<file path="src/rtl/ss_sup_pkg.sv">
package ss_sup_pkg;
  typedef enum logic [1:0] {
    ST_SOFT  = 2'd0,
    ST_RUN   = 2'd1,
    ST_LATCH = 2'd2
  } sup_state_e;

  typedef enum logic [1:0] {
    FLT_NONE    = 2'd0,
    FLT_UV      = 2'd1,
    FLT_OV      = 2'd2,
    FLT_TIMEOUT = 2'd3
  } fault_e;
endpackage

</file>
<file path="src/rtl/ss_ratio_thresh.sv">
// Threshold = floor(nom * MUL / DIV), widened by one bit for ratios above 1.
module ss_ratio_thresh #(
  parameter int CODE_W = 10,
  parameter int MUL    = 7,
  parameter int DIV    = 10
) (
  input  logic [CODE_W-1:0] nom_i,
  output logic [CODE_W:0]   thr_o
);
  localparam int TW = CODE_W + 1;
  localparam int PW = CODE_W + $clog2(MUL + 1) + 1;

  logic [PW-1:0] prod;

  assign prod  = PW'(nom_i) * PW'(MUL);
  assign thr_o = TW'(prod / PW'(DIV));
endmodule

</file>
<file path="src/rtl/ss_tick_window.sv">
// Counts soft-start ticks; last_o marks the final tick of the window.
module ss_tick_window #(
  parameter int TICKS = 4096
) (
  input  logic clk,
  input  logic rst_n,
  input  logic adv_i,
  output logic last_o
);
  localparam int CW = (TICKS > 2) ? $clog2(TICKS) : 1;
  localparam logic [CW-1:0] LAST = CW'(TICKS - 1);

  logic [CW-1:0] cnt_q;

  always_ff @(posedge clk or negedge rst_n) begin
    if (!rst_n) begin
      cnt_q <= '0;
    end else if (adv_i && (cnt_q != LAST)) begin
      cnt_q <= cnt_q + 1'b1;
    end
  end

  assign last_o = (cnt_q == LAST);


  win_bound_chk: assert property (@(posedge clk) disable iff (!rst_n)
    cnt_q <= LAST);
endmodule

</file>
<file path="src/rtl/ss_fault_fsm.sv">
module ss_fault_fsm
  import ss_sup_pkg::*;
(
  input  logic       clk,
  input  logic       rst_n,
  input  logic       tick_i,
  input  logic       uv_hit_i,
  input  logic       ov_hit_i,
  input  logic       ok_hit_i,
  input  logic       win_last_i,
  output sup_state_e state_o,
  output fault_e     fault_o,
  output logic       win_adv_o
);
  sup_state_e state_q, state_d;
  fault_e     fault_q, fault_d;
  logic       arm_q, arm_d;

  always_comb begin
    state_d = state_q;
    fault_d = fault_q;
    arm_d   = arm_q;
    unique case (state_q)
      ST_SOFT: begin
        if (ov_hit_i) begin
          state_d = ST_LATCH;
          fault_d = FLT_OV;
        end else if (tick_i) begin
          if (ok_hit_i) begin
            state_d = ST_RUN;
            arm_d   = 1'b0;
          end else if (win_last_i) begin
            state_d = ST_LATCH;
            fault_d = FLT_TIMEOUT;
          end
        end
      end
      ST_RUN: begin
        if (ov_hit_i) begin
          state_d = ST_LATCH;
          fault_d = FLT_OV;
        end else if (uv_hit_i && (arm_q || tick_i)) begin
          state_d = ST_LATCH;
          fault_d = FLT_UV;
        end else if (tick_i) begin
          arm_d = 1'b1;
        end
      end
      default: begin
        state_d = ST_LATCH;
      end
    endcase
  end

  always_ff @(posedge clk or negedge rst_n) begin
    if (!rst_n) begin
      state_q <= ST_SOFT;
      fault_q <= FLT_NONE;
      arm_q   <= 1'b0;
    end else begin
      state_q <= state_d;
      fault_q <= fault_d;
      arm_q   <= arm_d;
    end
  end

  assign state_o   = state_q;
  assign fault_o   = fault_q;
  assign win_adv_o = (state_q == ST_SOFT) && tick_i;


  latch_sticky_chk: assert property (@(posedge clk) disable iff (!rst_n)
    (state_q == ST_LATCH) |=> (state_q == ST_LATCH) && $stable(fault_q));


  run_needs_tick_chk: assert property (@(posedge clk) disable iff (!rst_n)
    (state_q == ST_SOFT && !tick_i) |=> (state_q != ST_RUN));


  timeout_on_last_chk: assert property (@(posedge clk) disable iff (!rst_n)
    (state_q == ST_SOFT && tick_i && win_last_i && !ok_hit_i && !ov_hit_i)
      |=> (fault_q == FLT_TIMEOUT));


  uv_masked_soft_chk: assert property (@(posedge clk) disable iff (!rst_n)
    (state_q == ST_SOFT) |=> (fault_q != FLT_UV));
endmodule

</file>
<file path="src/rtl/ss_gate_mask.sv">
module ss_gate_mask (
  input  logic latched_i,
  input  logic ilim_pos_i,
  input  logic ilim_neg_i,
  output logic hs_en_o,
  output logic ls_en_o
);
  always_comb begin
    if (latched_i) begin
      hs_en_o = 1'b0;
      ls_en_o = 1'b1;
    end else begin
      hs_en_o = ~ilim_pos_i;
      ls_en_o = ~ilim_neg_i;
    end
  end


  always_comb begin
    if (!latched_i) begin
      neg_mask_chk: assert (!(ilim_neg_i && ls_en_o));
    end
  end
endmodule

</file>
<file path="src/rtl/buck_ss_supervisor.sv">
module buck_ss_supervisor
  import ss_sup_pkg::*;
#(
  parameter int CODE_W       = 10,
  parameter int WINDOW_TICKS = 4096,
  parameter int UV_MUL       = 7,
  parameter int UV_DIV       = 10,
  parameter int OV_MUL       = 3,
  parameter int OV_DIV       = 2,
  parameter int OK_MUL       = 99,
  parameter int OK_DIV       = 100
) (
  input  logic              clk,
  input  logic              rst_n,
  input  logic              osc_tick,
  input  logic [CODE_W-1:0] vout_code,
  input  logic [CODE_W-1:0] vnom_code,
  input  logic              ilim_pos,
  input  logic              ilim_neg,
  output logic              hs_en,
  output logic              ls_en,
  output logic [1:0]        fault_code,
  output logic              running
);
  localparam int TW    = CODE_W + 1;
  localparam int N_THR = 3;
  localparam int IDX_UV = 0;
  localparam int IDX_OV = 1;
  localparam int IDX_OK = 2;
  localparam int RMUL [N_THR] = '{UV_MUL, OV_MUL, OK_MUL};
  localparam int RDIV [N_THR] = '{UV_DIV, OV_DIV, OK_DIV};

  logic [TW-1:0] thr [N_THR];
  logic [TW-1:0] vout_w;
  logic          uv_hit, ov_hit, ok_hit;
  logic          win_last, win_adv;
  sup_state_e    state;
  fault_e        fault;

  for (genvar g = 0; g < N_THR; g++) begin : g_thr
    ss_ratio_thresh #(
      .CODE_W (CODE_W),
      .MUL    (RMUL[g]),
      .DIV    (RDIV[g])
    ) u_thr (
      .nom_i (vnom_code),
      .thr_o (thr[g])
    );
  end

  assign vout_w = {1'b0, vout_code};
  assign uv_hit = (vout_w <  thr[IDX_UV]);
  assign ov_hit = (vout_w >  thr[IDX_OV]);
  assign ok_hit = (vout_w >= thr[IDX_OK]);

  ss_tick_window #(.TICKS(WINDOW_TICKS)) u_win (
    .clk    (clk),
    .rst_n  (rst_n),
    .adv_i  (win_adv),
    .last_o (win_last)
  );

  ss_fault_fsm u_fsm (
    .clk        (clk),
    .rst_n      (rst_n),
    .tick_i     (osc_tick),
    .uv_hit_i   (uv_hit),
    .ov_hit_i   (ov_hit),
    .ok_hit_i   (ok_hit),
    .win_last_i (win_last),
    .state_o    (state),
    .fault_o    (fault),
    .win_adv_o  (win_adv)
  );

  ss_gate_mask u_gate (
    .latched_i  (state == ST_LATCH),
    .ilim_pos_i (ilim_pos),
    .ilim_neg_i (ilim_neg),
    .hs_en_o    (hs_en),
    .ls_en_o    (ls_en)
  );

  assign fault_code = fault;
  assign running    = (state == ST_RUN);


  fault_gate_chk: assert property (@(posedge clk) disable iff (!rst_n)
    (fault_code != 2'd0) |-> (!hs_en && ls_en && !running));


  pos_mask_chk: assert property (@(posedge clk) disable iff (!rst_n)
    (fault_code == 2'd0 && ilim_pos) |-> !hs_en);


  ov_latch_chk: assert property (@(posedge clk) disable iff (!rst_n)
    (fault_code == 2'd0 && ov_hit) |=> (fault_code == 2'd2));
endmodule

</file>
<file path="config.mk">
export PLATFORM = sky130hd
export DESIGN_NAME = buck_ss_supervisor
export DESIGN_NICKNAME = d
export VERILOG_FILES = /design/src/rtl/ss_sup_pkg.sv /design/src/rtl/ss_ratio_thresh.sv /design/src/rtl/ss_tick_window.sv /design/src/rtl/ss_fault_fsm.sv /design/src/rtl/ss_gate_mask.sv /design/src/rtl/buck_ss_supervisor.sv
export SDC_FILE = /design/constraint.sdc
export NUM_CORES = 1
export LEC_CHECK = 0
export BUFFER_PORTS_ARGS = -buffer_cell sky130_fd_sc_hd__buf_4
export CAP_MARGIN = 10
export CORE_MARGIN = 3
export CORE_UTILIZATION = 33
export DETAILED_ROUTE_END_ITERATION = 16
export HOLD_SLACK_MARGIN = 0.06
export PLACE_DENSITY_LB_ADDON = 0.3
export SLEW_MARGIN = 10
export SYNTH_ARGS = -nofsm -noshare
export SYNTH_HDL_FRONTEND = slang
export SYNTH_SLANG_ARGS = --single-unit
</file>
<file path="constraint.sdc">
create_clock -name clk -period 1.75 [get_ports clk]
set_input_delay 0.35 -clock clk [delete_from_list [all_inputs] [get_ports clk]]
set_output_delay 0.35 -clock clk [all_outputs]
set_load 0.1 [all_outputs]
</file>
Yosys cells after proc, flatten, opt, wreduce, memory -nomap -nowiden
Cells that the tools add are included.

storage, ports and cells
  output and inout port bits = 5
  bits of input ports = 25
  register bits after elaboration = 17
  word-level logic and storage cells = 62

operators by class
  mux-type cells = 23
  reductions and logical operators = 9
  $lt $le $gt $ge = 3
  $add $sub $neg = 1
  bitwise gates (word level) = 2
  equality and inequality tests = 15
  multipliers = 3
  div/mod/pow operators = 2

operator list
  kind                     count
  $mux W2                  12
  $div A17 B7 Y18 const B  1
  $mul A10 B7 Y17 const B  1
  $div A13 B4 Y14 const B  1
  $mul A10 B3 Y13 const B  1
  $add A12 B1 Y12 const B  1
  $eq A12 B12 Y1 const B   1
  $mul A10 B2 Y12 const B  1
  $ne A12 B12 Y1 const B   1
  $ne A2 B2 Y1 const B     6
  $ge A10 B11 Y1           1
  $gt A10 B11 Y1           1
  $lt A10 B11 Y1           1
  $mux W1                  8
  $pmux W2 S2              2
  $reduce_and A7 Y1        1
  $ne A3 B3 Y1 const B     2
  $reduce_and A5 Y1        1
  $ne A4 B3 Y1 const B     1
  $logic_and A1 B1 Y1      3
  $ne A3 B1 Y1 const B     1
  $ne A3 B2 Y1 const B     1
  $reduce_and A3 Y1        1
  $eq A2 B1 Y1 const B     1
  other kinds (6)          7

Logic depth before layout (Yosys ltp)
  depth after elaboration = 7
  gate-level depth with buffers = 57
  depth with buffers taken out = 52

Hierarchy
From an unflattened synthesis, not the netlist that was laid out.

unflattened totals
  cell total of the unflattened synthesis = 1103
  area, all modules = 8583.2 µm²

modules (own cells, without submodules)
  module                             cells each  sequential area each (µm²)  instances  area an instance (µm²)
  ss_ratio_thresh at g_thr[2].u_thr  509         0.0                         1          3901.2
  ss_ratio_thresh at g_thr[0].u_thr  341         0.0                         1          2508.7
  buck_ss_supervisor                 102         0.0                         1          747.0
  ss_tick_window                     63          300.3                       1          696.9
  ss_ratio_thresh at g_thr[1].u_thr  59          0.0                         1          456.7
  ss_fault_fsm                       27          125.1                       1          262.8
  ss_gate_mask                       2           0.0                         1          10.0

Worst setup path before layout
OpenSTA, ideal clock, no wires.

  kind = input to register
  start = in vnom_code[3]
  end = reg u_fsm.fault_q[0] (netlist: u_fsm.fault_o[0])
  data arrival time = 11215 ps
  path slack = -9547 ps
  required time = 1668 ps
  buffers on the path = 2
  cell stages on the path = 53
  path through = ha_1 > inv_1 > fa_1 > inv_1 > ha_1 > inv_1 > fa_1 > inv_1 > ha_1 > and3_1 > nand3_1 > and3_1 > buf_2 > a211oi_1 > o21ai_0 > or3_1 > nand3_2 > a31oi_2 > [17 not listed] > a221oi_2 > ha_1 > nand2b_1 > a21o_1 > a21oi_1 > nor2b_1 > o21ai_0 > nand2b_1 > a21oi_1 > nor2b_1 > o21ai_0 > nand2b_1 > a21oi_1 > nor2b_1 > o22ai_1 > nand3_1 > a221o_1 > a31oi_1

between the ends
  word-level cells in the longest chain between the ends = 6
  elaborated cells on any way between the ends = 17
  classes of those cells = 3 x mul; 2 x div; 3 x order compare; 4 x eq/ne; 3 x mux; 2 x reduce/logical

RTL lines
  element                                                                  RTL line                  RTL
  start: declaration                                                       buck_ss_supervisor.sv:17  input logic [CODE_W-1:0] vnom_code,
  parallel branches: the longest is 6 deep, another holds $div A17 B7 Y18  --
  end signal: assignment                                                   ss_fault_fsm.sv:62        fault_q <= fault_d;
  end: declaration                                                         ss_fault_fsm.sv:16        fault_e fault_q, fault_d;

Parallel ways; which one is timed is not known.
A chain may end at the register's enable or synchronous reset.

Worst setup path after layout
  start = in vnom_code[5]
  end = reg u_fsm.fault_q[0] (netlist: u_fsm.fault_o[0])

Same word-level chain as after synthesis.

==> results.yml <==
flow_run:
  drv_cap: 0
drt:
  drt-wirelength-per-cell_um: 15.10
  route.detailed.drc: 0
  vias: 8347
  drt_iter0_drc: 450
  drt-vias-per-instance: 5.344
  drtPass1Iterations: 5
  wl_um: 23590
  ant_nets: 0
layout:
  layout_common_cells: "buf_4, ha_1, nand2_1, nor2_1, xnor2_1"
  antenna_cells: 0
  fillCellCount: 1797
  mostFrequentLayoutCell: "buf_4"
  stdcell_count: 1562
  layout.nets: 1433
  drive_above_1_share_pct: 46.98
  syn_to_final_growth_pct: 65.50
hold_path:
  hp-class: "input pin to flip-flop"
timing:
  period_needed_ns: 10.90
  hold_viol_final: 0
  grt_setup_unrepaired: "true"
  skew_ns: 0.004166
  layout_setup_ws_ns: -9.150
  setup_viol: 5
  worst_slew_pin_slew_ns: 0.4884
  report.final.slew_viol_count: 0
  max-slew-margin-rel_pct: 67.38
  fmax_mhz: 91.74
  fin_crit_sh_pct: 622.9
cts:
  cts_buffers: 3
  clk_path_buf_depth: 2
  clock-sinks: 17
  clk_latency_ns: 0.25
  htreeDepth: 1
  cts_tree: "built"
  clkTransAtPathRegs_ns: 0.05
  clockRootBuffer: "clkbuf_16"
grt:
  grt_pass1_wl_um: 37500
  antenna_found_initial: 0
  grt_use_total_pct: 19.42
  grt_pass1_vias: 8025
  grt.overflow.total: 0
  grt_start_max_net_pins: 18
status:
  status: "finished with violations"
  violations: "setup timing"
die:
  dieArea_um2: 22910
  pin_count: 30
  fp.dieH_um: 151.4
  core_um2: 20490
  die_width_um: 151.4
  row_count: 52
  initial_core_util_pct: 34.03
synth:
  synth_ff_type: "dfrtp_1"
  synth_top_family_by_area: "compound AO/OA/AOI/OAI gates"
  synth-adder-area-share_pct: 23.93
  synth-seq-cells: 17
  ys.warnings.count: 0
  synth_compound_area_share_pct: 33.80
  ys_types: 87
  async_reset_ff_share_pct: 100.0
  yosysSeqAreaShare_pct: 6.100
  syn-cell-area_um2: 6974
  synthSimpleGateAreaFrac_pct: 19.02
  yosys.area_share.xor_xnor_pct: 9.688
  synth_edf_count: 0
  synth_area_per_cell_um2: 7.898
  syn_inst: 883
  syn_nets: 1023
  synthMuxAreaShare_pct: 3.193
setup_path:
  cp_slowest_cell: "or4_4"
  path_common_cell: "ha_1"
  cp_num_buf_inv: 5
  crit_path_start_kind: "input pin"
  worstPathArrival_ns: 11.07
  end_kind: "flip-flop"
  critical_path_class: "input pin to flip-flop"
  required_ns: 1.92
  max_stage_delay_ns: 0.54
  critical-path-top-delay-family: "compound AO/OA/AOI/OAI gates"
  cp_max_fo: 6
placement:
  port_buffers: 29
  dp.cells: 1513
  dp_hpwl_um: 18900
  dp_slack_ns: -9.563
  gp_congestion: 0.8807
## synthesized netlist by cell type, drive strengths merged, types with 15 or more instances
cell | number | area share, %
nand2 | 62 | 3.3
fa | 24 | 6.9
inv | 51 | 2.7
xor2 | 18 | 2.5
o21ai | 57 | 4.3
nand3 | 34 | 2.5
nor3 | 26 | 1.9
a211oi | 23 | 2.9
ha | 91 | 16
a31oi | 19 | 2.2
xnor2 | 57 | 7.2
clkbuf | 15 | 0.81
dfrtp | 17 | 6.1
nor2 | 58 | 3.1
a21oi | 57 | 4.2
## final cells by class
| cell class | instances | area [um2] | share of cell area (%) |
|---|---|---|---|
| clock buffers | 4 | 78.83 | 0.6829 |
| inverters | 51 | 193.9 | 1.680 |
| multi-input cells | 792 | 7169 | 62.11 |
| flip-flops and latches | 17 | 425.4 | 3.686 |
| well taps | 270 | 337.8 | 2.927 |
| repair buffers | 428 | 3337 | 28.91 |
## routing by layer
metal,vias up,GRT usage [%],part of all wire [%]
met5,-,0,0
met4,0,3.264,2.0
met3,46,1.915,3.6
met2,189,34.41,49
met1,3928,25.87,45
li1,4184,-,-
## stage by stage
step           util, %  cell area [um2]  setup TNS [ns]  hold WS (ns)
2_1_floorplan        -             7348          -43.56       0.05441
3_3_place_gp     51.09            10470          -47.11        0.2235
3_5_place_dp     51.09            10470          -47.69        0.2336
4_1_cts          53.92            11050          -44.25        0.4524
5_1_grt          56.32            11540          -48.08        0.4962
6_report         56.32            11540          -44.95        0.4553
## sequential cells by signal (all words and copies together), names as in the netlist
register / count
u_fsm.arm_q: 1
u_fsm.state_o: 2
u_win.cnt_q: 12
u_fsm.fault_o: 2
## cell families (layout without fill, tap and decap cells)
| logic type | after synthesis | count (layout) |
|---|---|---|
| compound gates | 309 | 309 |
| simple gates | 266 | 267 |
| fa+ha+maj | 120 | 120 |
| xor+xnor | 75 | 75 |
| buf+inv | 75 | 483 |
| mux | 21 | 21 |
| flops | 17 | 17 |
## worst paths after layout
path,from,endpoint,slack (ns),cells after the start
worst max-delay path,vnom_code[5],u_fsm.fault_o[0],-9.15,51
worst min-delay path,osc_tick,u_fsm.arm_q,0.46,3
worst max register to register,u_win.cnt_q[1],u_win.cnt_q[9],0.03,8
worst min register to register,u_win.cnt_q[5],u_win.cnt_q[5],0.49,1
max in group asynchronous,rst_n,u_win.cnt_q[5],1.03,2
min in group asynchronous,rst_n,u_fsm.state_o[0],0.52,2
## repair_timing
action | 4_1_cts | 5_1_grt
setup buffers | 21 | 24
setup endpoints to repair | 12 | 12
resized for setup | 68 | 69
hold buffers | 1 | 0
endpoints found under the hold margin | 17 | 0
cloned | 0 | 1
pin swaps | 45 | 42
## worst reg2reg max path, stage by stage (launching register included)
cell	delay (ns)
dfrtp_1	0.40
ha_2	0.19
nand2_1	0.08
nor3_2	0.05
nor3_2	0.26
and3_4	0.23
nor2b_4	0.19
nand2_2	0.07
xnor2_1	0.14
Power is not shown: default switching activity piles up to over one toggle a cycle in this logic, so the estimate is an artifact.
